<file path="src/rtl/ts_latch_pkg.sv">
package ts_latch_pkg;
  localparam int NRX   = 4;
  localparam int IDX_W = $clog2(NRX);
  localparam int AW    = 4;
  localparam logic [AW-1:0] ADDR_STAT = 4'd0;
  localparam logic [AW-1:0] ADDR_TXL  = 4'd1;
  localparam logic [AW-1:0] ADDR_TXH  = 4'd2;
  localparam int            RX_BASE   = 4;

  typedef struct packed {
    logic             hit;
    logic [IDX_W-1:0] idx;
  } pick_t;

  // Lowest set bit of the availability vector.
  function automatic pick_t pick_free(input logic [NRX-1:0] avail);
    pick_t p;
    p.hit = 1'b0;
    p.idx = '0;
    for (int i = NRX - 1; i >= 0; i--) begin
      if (avail[i]) begin
        p.hit = 1'b1;
        p.idx = IDX_W'(i);
      end
    end
    return p;
  endfunction

  function automatic logic [AW-1:0] rx_lo_addr(input int k);
    return AW'(RX_BASE + 2 * k);
  endfunction

  function automatic logic [AW-1:0] rx_hi_addr(input int k);
    return AW'(RX_BASE + 2 * k + 1);
  endfunction
endpackage

</file>
<file path="src/rtl/ts_capture_slot.sv">
module ts_capture_slot #(
  parameter int TW = 64
) (
  input  logic          clk,
  input  logic          rst_n,
  input  logic          cap,
  input  logic          rel,
  input  logic [TW-1:0] t_in,
  output logic          occ,
  output logic [TW-1:0] ts
);
  // Release is applied first; a capture on the same edge wins.
  always_ff @(posedge clk) begin
    if (!rst_n) begin
      occ <= 1'b0;
      ts  <= '0;
    end else if (cap) begin
      occ <= 1'b1;
      ts  <= t_in;
    end else if (rel) begin
      occ <= 1'b0;
    end
  end
endmodule

</file>
<file path="src/rtl/ts_read_mux.sv">
module ts_read_mux
  import ts_latch_pkg::*;
#(
  parameter int TW = 64
) (
  input  logic [AW-1:0]          rd_addr,
  input  logic [NRX-1:0]         occ_rx,
  input  logic                   occ_tx,
  input  logic [NRX-1:0][TW-1:0] rx_ts,
  input  logic [TW-1:0]          tx_ts,
  output logic [TW/2-1:0]        rd_data
);
  localparam int RW = TW / 2;

  always_comb begin
    rd_data = '0;
    if (rd_addr == ADDR_STAT) begin
      rd_data = RW'({occ_tx, occ_rx});
    end else if (rd_addr == ADDR_TXL) begin
      rd_data = tx_ts[RW-1:0];
    end else if (rd_addr == ADDR_TXH) begin
      rd_data = tx_ts[TW-1:RW];
    end else begin
      for (int k = 0; k < NRX; k++) begin
        if (rd_addr == rx_lo_addr(k)) rd_data = rx_ts[k][RW-1:0];
        if (rd_addr == rx_hi_addr(k)) rd_data = rx_ts[k][TW-1:RW];
      end
    end
  end
endmodule

</file>
<file path="src/rtl/ts_latch_bank.sv">
module ts_latch_bank
  import ts_latch_pkg::*;
#(
  parameter int TW    = 64,
  parameter int CNT_W = 8
) (
  input  logic             clk,
  input  logic             rst_n,
  input  logic [TW-1:0]    time_now,
  input  logic             rx_evt,
  output logic             rx_done,
  output logic [IDX_W-1:0] rx_idx,
  input  logic             tx_evt,
  input  logic             tx_int_en,
  output logic             tx_irq,
  input  logic             clr_all,
  input  logic             rd_en,
  input  logic [AW-1:0]    rd_addr,
  output logic [TW/2-1:0]  rd_data,
  output logic [CNT_W-1:0] rx_drop_cnt,
  output logic [CNT_W-1:0] tx_drop_cnt
);
  localparam logic [CNT_W-1:0] CNT_MAX = '1;

  function automatic logic [CNT_W-1:0] sat_inc(input logic [CNT_W-1:0] v);
    return (v == CNT_MAX) ? v : v + 1'b1;
  endfunction

  // Named internal events, also used by the checker.
  logic [NRX-1:0]         occ_rx, rel_rx, cap_rx, avail_rx;
  logic [NRX-1:0][TW-1:0] rx_ts;
  logic                   occ_tx, rel_tx, cap_tx;
  logic [TW-1:0]          tx_ts;
  logic                   rx_drop_ev, tx_drop_ev;
  pick_t                  pick;

  assign rel_tx     = clr_all | (rd_en && rd_addr == ADDR_TXH);
  assign cap_tx     = tx_evt && (!occ_tx || rel_tx);
  assign tx_drop_ev = tx_evt && !cap_tx;

  assign avail_rx   = ~(occ_rx & ~rel_rx);
  assign pick       = pick_free(avail_rx);
  assign rx_drop_ev = rx_evt && !pick.hit;

  for (genvar k = 0; k < NRX; k++) begin : g_rx
    assign rel_rx[k] = clr_all | (rd_en && rd_addr == rx_hi_addr(k));
    assign cap_rx[k] = rx_evt && pick.hit && (pick.idx == IDX_W'(k));

    ts_capture_slot #(.TW(TW)) u_slot (
      .clk  (clk),
      .rst_n(rst_n),
      .cap  (cap_rx[k]),
      .rel  (rel_rx[k]),
      .t_in (time_now),
      .occ  (occ_rx[k]),
      .ts   (rx_ts[k])
    );
  end

  ts_capture_slot #(.TW(TW)) u_tx_slot (
    .clk  (clk),
    .rst_n(rst_n),
    .cap  (cap_tx),
    .rel  (rel_tx),
    .t_in (time_now),
    .occ  (occ_tx),
    .ts   (tx_ts)
  );

  ts_read_mux #(.TW(TW)) u_mux (
    .rd_addr(rd_addr),
    .occ_rx (occ_rx),
    .occ_tx (occ_tx),
    .rx_ts  (rx_ts),
    .tx_ts  (tx_ts),
    .rd_data(rd_data)
  );

  always_ff @(posedge clk) begin
    if (!rst_n) begin
      rx_done     <= 1'b0;
      rx_idx      <= '0;
      rx_drop_cnt <= '0;
      tx_drop_cnt <= '0;
    end else begin
      rx_done <= rx_evt && pick.hit;
      if (rx_evt && pick.hit) rx_idx <= pick.idx;
      if (rx_drop_ev) rx_drop_cnt <= sat_inc(rx_drop_cnt);
      if (tx_drop_ev) tx_drop_cnt <= sat_inc(tx_drop_cnt);
    end
  end

  assign tx_irq = occ_tx & tx_int_en;
endmodule

</file>
<file path="config.mk">
export PLATFORM = sky130hd
export DESIGN_NAME = ts_latch_bank
export DESIGN_NICKNAME = d
export VERILOG_FILES = /design/src/rtl/ts_latch_pkg.sv /design/src/rtl/ts_capture_slot.sv /design/src/rtl/ts_read_mux.sv /design/src/rtl/ts_latch_bank.sv
export SDC_FILE = /design/constraint.sdc
export NUM_CORES = 1
export LEC_CHECK = 0
export BUFFER_PORTS_ARGS = -buffer_cell sky130_fd_sc_hd__clkbuf_2
export CORE_MARGIN = 8
export CORE_UTILIZATION = 52
export CTS_CLUSTER_SIZE = 8
export DETAILED_ROUTE_END_ITERATION = 7
export GPL_ROUTABILITY_DRIVEN = 1
export PLACE_DENSITY = 0.79
export SLEW_MARGIN = 5
export SYNTH_ARGS = -nofsm -noshare
export SYNTH_HDL_FRONTEND = slang
export SYNTH_SLANG_ARGS = --single-unit
</file>
<file path="constraint.sdc">
create_clock -name clk -period 2.6 [get_ports clk]
set_clock_uncertainty 0.2 [all_clocks]
set_input_delay 0.13 -clock clk [delete_from_list [all_inputs] [get_ports clk]]
set_output_delay 0.13 -clock clk [all_outputs]
set_load 0.05 [all_outputs]
</file>
==> results.yml, run 1 <==
power:
  swShare_pct: 26.1
  total_power_mw: 12.4
  leakage_nw: 6.84
  pwr-share-clk_pct: 43.8
  power_density_mw_per_mm2: 685
  p_int_mw: 9.15
  switching_power_mw: 3.24
  combPwrFrac_pct: 11.7
  pwr-share-seq_pct: 44.5
  peakVddDrop_mv: 0.525
sta:
  slew_violations: 0
  tightestPinTransition_ns: 1.07
  rsz0062_at_grt: "false"
  setup_ws_ns: 0.0534
  setup_viol: 0
  hold_violations: 0
  max_freq_mhz: 393
  final.setup.tns_ns: 0
  fin_crit_ns: 2.55
  worst_hold_slack_ns: 0.191
  fin_crit_sh_pct: 97.9
  slew_headroom_pct: 28.7
floorplan:
  die_w_um: 185
  std_cell_rows: 62
  initial_core_util_pct: 52.4
  core_area_mm2: 0.0285
  io_pins: 127
  die-area_mm2: 0.0344
  die_y_um: 185
setup_path:
  path_depth: 6
  required_ns: 2.27
  r2r_cells: 7
  slowest_stage: "nor3_2"
  critPathLaunchType: "register"
  crit_fanout: 2
  crit_family: "compound AO/OA/AOI/OAI gates"
  crit-reg2reg-launch: "g_rx[0].u_slot.occ"
  r2r-end: "g_rx[1].u_slot.ts[40]"
  cp_num_buf_inv: 1
  max_stage_delay_ns: 0.37
  r2r_slack_ns: 0.23
  arrival_ns: 2.22
  crit_path_end_kind: "output pin"
  criticalPathCategory: "register to output pin"
  crit_path_cell_trace: "mux2i_1 > a211oi_1 > a21oi_1 > a2bb2oi_1 > nor3_2 > clkbuf_2"
final_layout:
  final_cells: 2439
  multiInputGateArea_mm2: 0.00740
  fill_cells: 2317
  area_delta_synth_final_pct: 21.2
  fin_nets: 2131
  final_cell_mix: "495 x nand2_1, 344 x dfxtp_1, 272 x a21oi_1, 177 x o21ai_0, 138 x nand3_1"
  seqCellArea_mm2: 0.00689
  post-route-util_pct: 63.6
  final_area_mm2: 0.0181
  antenna-diode-count: 0
  layout-drive-gt1-share_pct: 13.2
  final_common_cell: "nand2_1"
cts:
  cts.clk_slew.worst_paths_ns: 0.05
  cts_max_level: 2
  cts_buffers: 48
  cts_setup_buffers: 0
  insertion_delay_ns: 0.55
  clockBufferDepth: 3
  cts_tree: "done"
  cts_root_buffer: "clkbuf_16"
  cts_resized: 0
  clock-sinks: 344
  hold_buffers: 70
drt:
  wl_mm: 49.4
  ant_nets: 0
  wire_per_inst_um: 20.2
  first_pass_iters: 6
  drt_iter0_markers: 1871
  avgViaCountPerCell: 6.18
  num_vias: 15070
  drc: 0
synthesis:
  syn-num-nets: 1999
  synth_cells: 1922
  synth.yosys.warnings: 0
  synthFlopType: "dfxtp_1"
  synth-async-reset-ratio_pct: 0
  ys_seq_elements: 344
  synth_edf_count: 0
  synth-seq-area-share_pct: 46.1
  netlist_area_mm2: 0.0149
  synth_cell_types: 57
  avgSynthCellArea_um2: 7.77
grt:
  grt_usage_pct: 28.2
  antenna_found_initial: 0
  grt_max_degree: 200
  grt-ovfl-total: 0
  grt_pass1_wl_mm: 77.7
  grt_pass1_vias: 14477
place:
  place.gp.congestion: 0.891
  dpl.cell_count: 2318
  dp_slack_ns: 0.00771
  portBuffers: 126
  placed_area_mm2: 0.0161
  dp_hpwl_mm: 30.1
hold_path:
  holdPathStages: 5
  hold_start: "rd_addr[0]"
  min_path_type: "primary input to register"
  worst_hold_path.endpoint: "g_rx[3].u_slot.occ"
flow_run:
  maxCapViolCount: 0
status:
  status: "finished, final reports clean"
[registers in the layout, summed over array words and instances, names as in the netlist]
signal / flops
g_rx.u_slot.ts: 256
u_tx_slot.occ: 1
rx_done: 1
tx_drop_cnt: 8
g_rx.u_slot.occ: 4
rx_drop_cnt: 8
u_tx_slot.ts: 64
rx_idx: 2
[final cells by class]
class,instances,area share (%)
multi-input combinational,1398,40.9
sequential,344,38.1
timing repair buffer,254,11.3
clock buffer,48,6.64
tap,384,2.66
clock inverter,3,0.249
inverter,8,0.194
[synthesized netlist by cell type (all sizes together) (3+ instances only)]
cell type | count | share of area [%]
a211oi | 12 | 0.60
a22o | 5 | 0.29
buf | 65 | 2.0
a2bb2oi | 35 | 2.1
nor2b | 21 | 0.88
or3 | 4 | 0.17
nand3 | 138 | 4.6
inv | 8 | 0.20
nand2b | 10 | 0.42
or4 | 7 | 0.35
dfxtp | 344 | 46
nor3 | 11 | 0.37
a22oi | 6 | 0.30
o22ai | 27 | 1.1
o2bb2ai | 3 | 0.18
mux2i | 35 | 2.3
a21oi | 272 | 9.1
o21ai | 178 | 6.0
clkbuf | 107 | 2.7
nor2 | 38 | 0.96
a31oi | 3 | 0.13
mux4 | 11 | 1.7
a32oi | 17 | 1.0
o211a | 3 | 0.20
o211ai | 20 | 1.0
a21o | 3 | 0.15
nand2 | 496 | 12
and2 | 4 | 0.17
o31ai | 7 | 0.35
[worst max path at each step]
stage                               startpoint  slack [ns]        endpoint
after floorplan                     rd_addr[1]        0.14     rd_data[15]
after global placement              rd_addr[1]        0.12  tx_drop_cnt[5]
after detailed placement            rd_addr[1]       0.008  tx_drop_cnt[5]
after CTS                 g_rx[3].u_slot.ts[9]        0.11      rd_data[9]
after global routing      g_rx[2].u_slot.ts[9]        0.02      rd_data[9]
final                     g_rx[3].u_slot.ts[9]        0.05      rd_data[9]
[power groups by stage]
stage / combinational [mW] / sequential (mW) / clock, mW
final: 1.45 / 5.51 / 5.42
after global routing: 1.54 / 5.52 / 5.70
after CTS: 1.42 / 5.51 / 5.46
after detailed placement: 1.32 / 5.61 / 0
after global placement: 1.30 / 5.60 / 0
after floorplan: 0.834 / 5.60 / 0
[logic make-up (layout without fill, tap and decap cells)]
logic type      Yosys count  in the layout  share of synthesized area, %
simple gates            741            741                          21.2
xor+xnor                  3              3                         0.176
compound gates          605            605                          23.4
buf+inv                 180            313                          4.86
fa+ha+maj                 2              2                         0.168
flops                   344            344                          46.1
mux                      47             47                          4.08
[layer usage]
metal	wire length, um	up-vias	share of wire, %	global-route usage [%]
li1	-	6950	-	-
met1	19400	7058	39	36.2
met2	22400	898	45	45.2
met3	5690	164	12	5.66
met4	1920	0	3.9	12.7
met5	0	-	0	0
[worst min-delay path: cells and delay by family]
kind / cells / cell delay (ns)
AND/OR/NAND/NOR: 2 / 0.25
buffers and inverters: 1 / 0.21
AO/OA/AOI/OAI: 2 / 0.31
Power figures use the tool's default switching activity.
==> run 2: changes to the inputs <==
BUFFER_PORTS_ARGS = -buffer_cell sky130_fd_sc_hd__buf_4   (was -buffer_cell sky130_fd_sc_hd__clkbuf_2)
==> results.yml, run 2 (same netlist as run 1, synthesis figures left out) <==
status:
  status: "finished, final reports clean"
drt:
  avgViaCountPerCell: 6.10
  wl_mm: 48.4
  ant_nets: 0
  first_pass_iters: 5
  drt_iter0_markers: 1780
  drc: 0
  num_vias: 14875
  wire_per_inst_um: 19.8
power:
  power_density_mw_per_mm2: 682
  peakVddDrop_mv: 0.572
  leakage_nw: 6.90
grt:
  grt_usage_pct: 27.5
  grt_max_degree: 200
  grt_pass1_vias: 14049
  grt-ovfl-total: 0
  grt_pass1_wl_mm: 76.2
  antenna_found_initial: 1
hold_path:
  holdPathStages: 5
  min_path_type: "primary input to register"
cts:
  cts_root_buffer: "clkbuf_16"
  clockBufferDepth: 3
  insertion_delay_ns: 0.54
  clock-sinks: 344
  cts_tree: "done"
  cts_max_level: 2
  cts_buffers: 48
  cts.clk_slew.worst_paths_ns: 0.05
sta:
  worst_hold_slack_ns: 0.165
  slew_violations: 0
  final.setup.tns_ns: 0
  fin_crit_ns: 2.46
  max_freq_mhz: 406
  slew_headroom_pct: 34.6
  rsz0062_at_grt: "false"
  setup_ws_ns: 0.139
  hold_violations: 0
  tightestPinTransition_ns: 0.977
  fin_crit_sh_pct: 94.6
  setup_viol: 0
setup_path:
  arrival_ns: 2.13
  slowest_stage: "buf_4"
  criticalPathCategory: "primary input to output pin"
  required_ns: 2.27
  max_stage_delay_ns: 0.39
  crit_path_cell_trace: "buf_4 > nor2b_2 > buf_4 > a2bb2oi_1 > o211ai_1 > nand2_1 > a21oi_1 > buf_4"
  r2r_cells: 7
  crit_top_cell: "buf_4"
  crit_fanout: 21
  critPathLaunchType: "primary input"
  crit_path_end_kind: "output pin"
final_layout:
  largest_reg_flops: 256
  regMostFlops: "g_rx.u_slot.ts"
  area_delta_synth_final_pct: 22.8
  fill_cells: 2298
  seqCellArea_mm2: 0.00689
  fin_nets: 2128
  final_cells: 2439
  final_common_cell: "nand2_1"
  layout-drive-gt1-share_pct: 13.0
  multiInputGateArea_mm2: 0.00741
  largestRegisters: "g_rx.u_slot.ts: 256 flops, u_tx_slot.ts: 64 flops"
  final_cell_mix: "495 x nand2_1, 344 x dfxtp_1, 271 x a21oi_1, 177 x o21ai_0, 163 x buf_4"
floorplan:
  io_pins: 127
  std_cell_rows: 62
  die_y_um: 185
  initial_core_util_pct: 52.4
  die-area_mm2: 0.0344
  die_w_um: 185
  core_area_mm2: 0.0285
place:
  dp_slack_ns: 0.0921
  dpl.cell_count: 2312
  place.gp.congestion: 0.868
  dp_hpwl_mm: 29.5
  portBuffers: 126
flow_run:
  maxCapViolCount: 0
## run 2: cell count changes in the layout (fill, tap and decap cells not counted), sizes merged
| cell | delta |
|---|---|
| clkinv | +1 |
| diode | +3 |
| buf | +116 |
| dlygate4sd3 | +3 |
| clkbuf | -121 |
| inv | -2 |
## run 2: worst paths after layout
path,start,to,slack [ns]
worst max-delay path,rd_addr[0],rd_data[19],0.14
worst max register to register,u_tx_slot.occ,u_tx_slot.ts[11],0.23
worst min register to register,g_rx[1].u_slot.ts[6],g_rx[1].u_slot.ts[6],0.25
worst min-delay path,rd_addr[1],g_rx[3].u_slot.occ,0.16
## run 2: power breakdown
part / total [mW] / switching, mW / internal (mW)
Combinational: 1.49 / 0.963 / 0.527
Clock: 5.50 / 2.20 / 3.30
Sequential: 5.51 / 0.0775 / 5.43
Total: 12.5 / 3.24 / 9.26
## run 2: layer usage
metal	track usage [%]	wire, um	vias to the layer above
li1	-	-	6939
met1	36.4	19300	6928
met2	43.3	22000	843
met3	5.39	5210	165
met4	11.9	1810	0
met5	0	0	-
## run 2: through the flow
stage / area [um2] / total power [mW] / util, %
after floorplan: 15000 / 6.43 / -
after global placement: 16300 / 6.94 / 57.3
after detailed placement: 16300 / 6.97 / 57.3
after CTS: 18300 / 12.5 / 64.4
after global routing: 18300 / 12.9 / 64.4
final: 18300 / 12.5 / 64.4
## run 2: cell type report
cell class	instances	area share, %
Clock inverter	2	0.252
Inverter	8	0.191
Multi-Input combinational cell	1398	40.4
Timing Repair Buffer	251	12.2
Sequential cell	344	37.6
Clock buffer	49	6.69
Antenna cell	3	0.0409
Tap cell	384	2.62
## run 2: timing repair
item                                    in CTS  in global routing
hold buffers                                73                  0
endpoints found under the hold margin      341                  0
resized for setup                            0                  1
buffers inserted                             0                  0
endpoints found under the setup margin       0                  1
## run 2: worst max-delay path, delay by kind of cell
family / cells / cell delay (ns)
buf+inv: 3 / 0.92
compound gates: 3 / 0.63
simple gates: 2 / 0.43
